### src/rtl/fir_decim_pkg.sv
package fir_decim_pkg;

    // Width of a counter that must hold values 0 .. n-1, never below one bit.
    function automatic int unsigned phase_width(input int unsigned n);
        return (n > 1) ? $clog2(n) : 1;
    endfunction

    // Accumulator width that cannot overflow when summing `terms` values of `w` bits.
    function automatic int unsigned sum_width(input int unsigned w, input int unsigned terms);
        return w + $clog2(terms) + 1;
    endfunction

endpackage

### src/rtl/fir_tap_scale.sv
module fir_tap_scale #(
    parameter int unsigned DATA_W      = 16,
    parameter int unsigned COEFF_W     = 16,
    parameter int unsigned SCALE_SHIFT = 15,
    localparam int unsigned PROD_W     = DATA_W + COEFF_W
) (
    input  logic signed [DATA_W-1:0]  sample,
    input  logic signed [COEFF_W-1:0] coef,
    output logic signed [PROD_W-1:0]  scaled
);

    localparam logic signed [PROD_W-1:0] BIAS = (PROD_W'(1) <<< SCALE_SHIFT) - PROD_W'(1);

    logic signed [PROD_W-1:0] prod;
    logic signed [PROD_W-1:0] biased;

    always_comb begin
        prod   = PROD_W'(sample) * PROD_W'(coef);
        biased = prod[PROD_W-1] ? (prod + BIAS) : prod;
        scaled = biased >>> SCALE_SHIFT;
    end

    // scaling never moves a product across zero (truncation toward zero)
    always_comb begin
        a_trunc_dir_r4: assert (prod[PROD_W-1] ? !(scaled > 0) : !scaled[PROD_W-1])
            else $error("tap scaling crossed zero");
    end

endmodule

### src/rtl/fir_sum_sat.sv
module fir_sum_sat
    import fir_decim_pkg::*;
#(
    parameter int unsigned TERMS  = 20,
    parameter int unsigned TERM_W = 32,
    parameter int unsigned OUT_W  = 16,
    localparam int unsigned ACC_W = sum_width(TERM_W, TERMS)
) (
    input  logic [TERMS-1:0][TERM_W-1:0] terms,
    output logic signed [OUT_W-1:0]      result
);

    localparam logic signed [ACC_W-1:0] OMAX = (ACC_W'(1) <<< (OUT_W - 1)) - ACC_W'(1);
    localparam logic signed [ACC_W-1:0] OMIN = -(ACC_W'(1) <<< (OUT_W - 1));

    logic signed [ACC_W-1:0] acc;

    always_comb begin
        acc = '0;
        for (int k = 0; k < int'(TERMS); k++) begin
            acc = acc + ACC_W'($signed(terms[k]));
        end
        if (acc > OMAX) begin
            result = OMAX[OUT_W-1:0];
        end else if (acc < OMIN) begin
            result = OMIN[OUT_W-1:0];
        end else begin
            result = acc[OUT_W-1:0];
        end
    end

    // clamping keeps the sign of the full-width sum
    always_comb begin
        a_sat_sign_r6: assert ((acc < 0) == result[OUT_W-1])
            else $error("saturated result changed sign");
    end

endmodule

### src/rtl/fir_decim.sv
module fir_decim
    import fir_decim_pkg::*;
#(
    parameter int unsigned DATA_W      = 16,
    parameter int unsigned COEFF_W     = 16,
    parameter int unsigned OUT_W       = 16,
    parameter int unsigned TAPS        = 20,
    parameter int unsigned DECIM       = 1,
    parameter int unsigned SCALE_SHIFT = 15,
    parameter logic [TAPS*COEFF_W-1:0] COEFFS = {TAPS{COEFF_W'(1638)}}
) (
    input  logic                     clk,
    input  logic                     rst,
    input  logic                     in_valid,
    output logic                     in_ready,
    input  logic signed [DATA_W-1:0] in_data,
    output logic                     out_valid,
    input  logic                     out_ready,
    output logic signed [OUT_W-1:0]  out_data
);

    localparam int unsigned PROD_W = DATA_W + COEFF_W;
    localparam int unsigned CNT_W  = phase_width(DECIM);
    localparam logic [CNT_W-1:0] LAST_PHASE = CNT_W'(DECIM - 1);

    typedef struct packed {
        logic [TAPS-1:0][DATA_W-1:0] taps;
        logic [CNT_W-1:0]            phase;
        logic                        vld;
        logic [OUT_W-1:0]            dat;
    } state_t;

    state_t st_d, st_q;

    logic [TAPS-1:0][DATA_W-1:0] taps_next;
    logic [TAPS-1:0][PROD_W-1:0] scaled;
    logic signed [OUT_W-1:0]     filt;
    logic                        accept;

    // Delay line as it will be once the offered sample is taken: tap 0 newest.
    assign taps_next = {st_q.taps[TAPS-2:0], in_data};

    generate
        for (genvar k = 0; k < int'(TAPS); k++) begin : g_tap
            logic signed [PROD_W-1:0] tap_out;
            fir_tap_scale #(
                .DATA_W     (DATA_W),
                .COEFF_W    (COEFF_W),
                .SCALE_SHIFT(SCALE_SHIFT)
            ) i_tap (
                .sample(taps_next[k]),
                .coef  (COEFFS[k*COEFF_W +: COEFF_W]),
                .scaled(tap_out)
            );
            assign scaled[k] = tap_out;
        end
    endgenerate

    fir_sum_sat #(
        .TERMS (TAPS),
        .TERM_W(PROD_W),
        .OUT_W (OUT_W)
    ) i_sum (
        .terms (scaled),
        .result(filt)
    );

    assign in_ready = !st_q.vld || out_ready;
    assign accept   = in_valid && in_ready;

    always_comb begin
        st_d = st_q;
        if (out_ready) begin
            st_d.vld = 1'b0;
        end
        if (accept) begin
            st_d.taps = taps_next;
            if (st_q.phase == LAST_PHASE) begin
                st_d.phase = '0;
                st_d.vld   = 1'b1;
                st_d.dat   = filt;
            end else begin
                st_d.phase = st_q.phase + CNT_W'(1);
            end
        end
    end

    always_ff @(posedge clk) begin
        if (rst) begin
            st_q <= '0;
        end else begin
            st_q <= st_d;
        end
    end

    assign out_valid = st_q.vld;
    assign out_data  = st_q.dat;

    // ---------------- assertions ----------------
    int unsigned n_in_q, n_out_q;

    always_ff @(posedge clk) begin
        if (rst) begin
            n_in_q  <= 0;
            n_out_q <= 0;
        end else begin
            if (in_valid && in_ready) n_in_q <= n_in_q + 1;
            if (out_valid && out_ready) n_out_q <= n_out_q + 1;
        end
    end

    p_hold_r8: assert property (@(posedge clk) disable iff (rst)
        (out_valid && !out_ready) |=> (out_valid && $stable(out_data)))
        else $error("output changed under backpressure");

    p_reset_idle_r1: assert property (@(posedge clk) disable iff (rst)
        $past(rst) |-> !out_valid)
        else $error("output valid right after reset");

    p_rate_r7: assert property (@(posedge clk) disable iff (rst)
        (n_out_q * DECIM) <= n_in_q)
        else $error("more results than input samples allow");

endmodule

### config.mk
export PLATFORM = sky130hd
export DESIGN_NAME = fir_decim
export DESIGN_NICKNAME = d
export VERILOG_FILES = /design/src/rtl/fir_decim_pkg.sv /design/src/rtl/fir_tap_scale.sv /design/src/rtl/fir_sum_sat.sv /design/src/rtl/fir_decim.sv
export SDC_FILE = /design/constraint.sdc
export NUM_CORES = 2
export LEC_CHECK = 0
export BUFFER_PORTS_ARGS = -buffer_cell sky130_fd_sc_hd__buf_2
export CORE_ASPECT_RATIO = 0.75
export CORE_UTILIZATION = 38
export DETAILED_ROUTE_END_ITERATION = 6
export HOLD_SLACK_MARGIN = 0.12
export MAX_ROUTING_LAYER = met4
export PLACE_DENSITY = 0.53
export SYNTH_ARGS = -nofsm -noshare
export SYNTH_HDL_FRONTEND = slang
export SYNTH_SLANG_ARGS = --single-unit
### constraint.sdc
create_clock -name clk -period 42.3 [get_ports clk]
set_input_delay 0 -clock clk [delete_from_list [all_inputs] [get_ports clk]]
set_output_delay 0 -clock clk [all_outputs]
set_load 0.05 [all_outputs]
==> results.json <==
{
  "leakage_nw": 51.6,
  "vias": 75400,
  "hold_path_class": "in -> reg",
  "hold_end": "st_q[230]",
  "fillerInstances": 25300,
  "r2r_slack_ns": 27.33,
  "cts_buffers": 46,
  "first_global_vias": 75800,
  "worst_setup_hold_path_clk_slew_ns": 0.07,
  "antenna_left": 0,
  "hpwl_um": 230000,
  "cp.arrival_ns": 15.53,
  "rr_startpoint": "st_q[34]",
  "clock_latency_ns": 0.71,
  "holdWs_ns": 0.204,
  "die_height_um": 435,
  "crit_path_end_kind": "flip-flop",
  "final_tns_setup_ns": 0,
  "post_synthesis_cell_type_count": 89,
  "layout-drive-gt1-share_pct": 2.12,
  "timing.hold.worst_path_depth": 5,
  "crit_fanout": 11,
  "postSynthCellCount": 11500,
  "synth.ff_latch_count": 321,
  "drt_pass1_iterations": 6,
  "criticalPathCategory": "reg -> reg",
  "number_of_slew_limit_violations_in_the_final_report": 0,
  "timing_worst_slew_pin_value_ns": 1.36,
  "fraction_of_post_synthesis_cell_area_in_the_top_cell_type_by_area_pct": 30.0,
  "cts_repair_resize_count": 0,
  "synthTopCellsByArea": "fa_1 30%, ha_1 17%, inv_1 11%, dfxtp_1 6.8%, xnor2_1 4.6%",
  "ys.warnings.count": 0,
  "maxSlewHeadroom_pct": 8.31,
  "critical-path-max-stage-delay_ns": 0.83,
  "hold_start": "out_ready",
  "startpoint_type": "flip-flop",
  "outcome": "completed",
  "start_util_pct": 38.3,
  "dieArea_um2": 252000,
  "total_power_w": 0.00391,
  "clock_tree_from_tritoncts": "built",
  "clock_skew_ns": 0.0544,
  "clock_sinks": 321,
  "layout_min_cycle_time_ns": 14.97,
  "pin_count_of_the_biggest_net_entering_global_routing": 103,
  "pin_count": 38,
  "synth-seq-area-share_pct": 6.77,
  "wire_length_of_the_first_global_routing_pass_um": 428000,
  "grt_antenna_before_repair": 4,
  "critPathSlowestCell": "o31ai_1",
  "synth_largest_area_cell": "fa_1",
  "mappedNetlistArea_um2": 94900,
  "mappedNetlistNets": 14200,
  "die_x_um": 579,
  "reg2reg_to": "out_data[7]",
  "port-buffer-count": 37,
  "synthArstFlopShare_pct": 0,
  "clock_tree.htree_level_count": 2,
  "count_of_flip_flops_with_a_built_in_enable_after_synthesis": 0,
  "final_core_utilization_pct": 40.5,
  "drt-vias-per-instance": 5.13,
  "final_min_period_over_clock_period_pct": 35.4,
  "max_freq_mhz": 66.8,
  "worst_r2r_path_depth": 49,
  "cts_root_buffer": "clkbuf_16",
  "endpoints_failing_hold": 0,
  "drc": 0,
  "post-route-worst-setup-slack_ns": 27.33,
  "net_count_final": 14100,
  "clk_path_buf_depth": 3,
  "flow.area_growth_from_synthesis_pct": 5.70,
  "rsz0062_at_grt": "no",
  "drv_cap": 0,
  "gp_routability_congestion": 0.920,
  "grt_usage_pct": 21.9,
  "design.core.area_um2": 248000,
  "num_rows": 158,
  "crit_path_frequent_cell": "fa_1",
  "routedWlPerCell_um": 18.0,
  "ir_worst_vdd_mv": 0.0955,
  "post_synthesis_area_per_instance_um2": 8.25,
  "yosysMostFrequentCell": "inv_1",
  "first_iter_violations": 5163,
  "drt_wl_total_um": 265000,
  "cp_data_required_time_ns": 42.85,
  "power_per_cell_area_nw_per_um2": 39.0,
  "pre_cts_ws_ns": 27.50,
  "synthTopCellsByCount": "2873 x inv_1, 1421 x fa_1, 1254 x ha_1, 1044 x nand2_1, 724 x a21oi_1",
  "timing.final.setup_violations": 0,
  "synth_flop_cell": "dfxtp_1",
  "grt_overflow": 0
}
-- what timing repair did --
item                                   4_1_cts  5_1_grt
hold buffers                                20        0
endpoints found under the hold margin      125        0
buffers inserted                             0        0
-- worst max-delay path: cells and delay by family (launching register included) --
kind,cells,cell delay [ns]
AO/OA/AOI/OAI,19,5.77
XOR/XNOR,2,0.41
adder cells (fa/ha/maj),15,6.61
buffers and inverters,7,0.39
flip-flops,1,0.45
AND/OR/NAND/NOR,6,1.21
-- state kept, by name, indices dropped and copies added (netlist names) --
| signal | cells |
|---|---|
| st_q | 304 |
| out_data | 16 |
| out_valid | 1 |
-- layout by cell type, fill, tap and decap left out, drive strengths merged, types with 22 or more instances in the layout --
master,count
nand2b,84
a21o,189
inv,2877
xor2,284
nand3,183
nor2b,94
nor3b,36
ha,1254
a21boi,32
fa,1421
nand4,75
o2111ai,37
dfxtp,321
o21a,95
nor4,52
o311ai,30
o211ai,57
and3,71
nand2,1044
a2111oi,36
o31a,31
xnor2,498
a211o,22
a31oi,78
o21ai,371
o21bai,32
clkbuf,55
nor2,413
a21oi,725
nand3b,38
a31o,25
nor3,135
and2,67
or3,32
o31ai,43
a211oi,87
buf,54
mux2i,48
or2,35
-- report_power, final --
part	switching (W)	leakage, nW	internal [W]
registers	0.0000168	2.59	0.000311
logic	0.00193	48.2	0.00121
clock network	0.000193	0.784	0.000249
-- through the flow --
step,area (um2),instances
final,100000,14700
after global routing,100000,14700
after CTS,100000,14700
after detailed placement,98500,14600
after global placement,98500,14600
after floorplan,94900,11500
-- layout make-up --
cell class                 count  area [um2]  area share, %
timing repair buffer          74         523          0.521
antenna                        3        7.51        0.00748
clock buffer                  55        1230           1.23
sequential                   321        6430           6.41
inverter                    2873       10800           10.7
multi-input combinational   8073       76800           76.6
tap                         3280        4100           4.09
clock inverter                31         413          0.412
-- worst max path at each step --
| stage | from | end | slack (ns) | cells after the start |
|---|---|---|---|---|
| 6_report | st_q[34] | out_data[7] | 27.33 | 49 |
| 2_1_floorplan | st_q[34] | out_data[10] | 28.95 | 53 |
| 3_5_place_dp | st_q[34] | out_data[7] | 27.50 | 49 |
| 3_3_place_gp | st_q[34] | out_data[8] | 27.76 | 49 |
| 5_1_grt | st_q[34] | out_data[7] | 26.32 | 50 |
| 4_1_cts | st_q[34] | out_data[7] | 27.50 | 49 |
-- logic make-up (layout without fill, tap and decap cells) --
family	after synthesis	after routing	share of synthesized area, %
AOI/OAI and AO/OA	2087	2087	14.1
xor gates and xnor gates	782	782	7.22
adders and majority gates	2675	2675	46.5
buffers and inverters	3113	3033	12.3
DFF	321	321	6.77
muxes	64	64	0.696
other	0	3	0
and+or+nand+nor	2465	2465	12.4
-- metal layers --
layer | wire length [um] | track usage (%)
met3 | 12100 | 1.98
met1 | 140000 | 34.0
met5 | 0 | -
met2 | 109000 | 31.0
met4 | 3780 | 3.07
(Power assumes the default switching activity.)
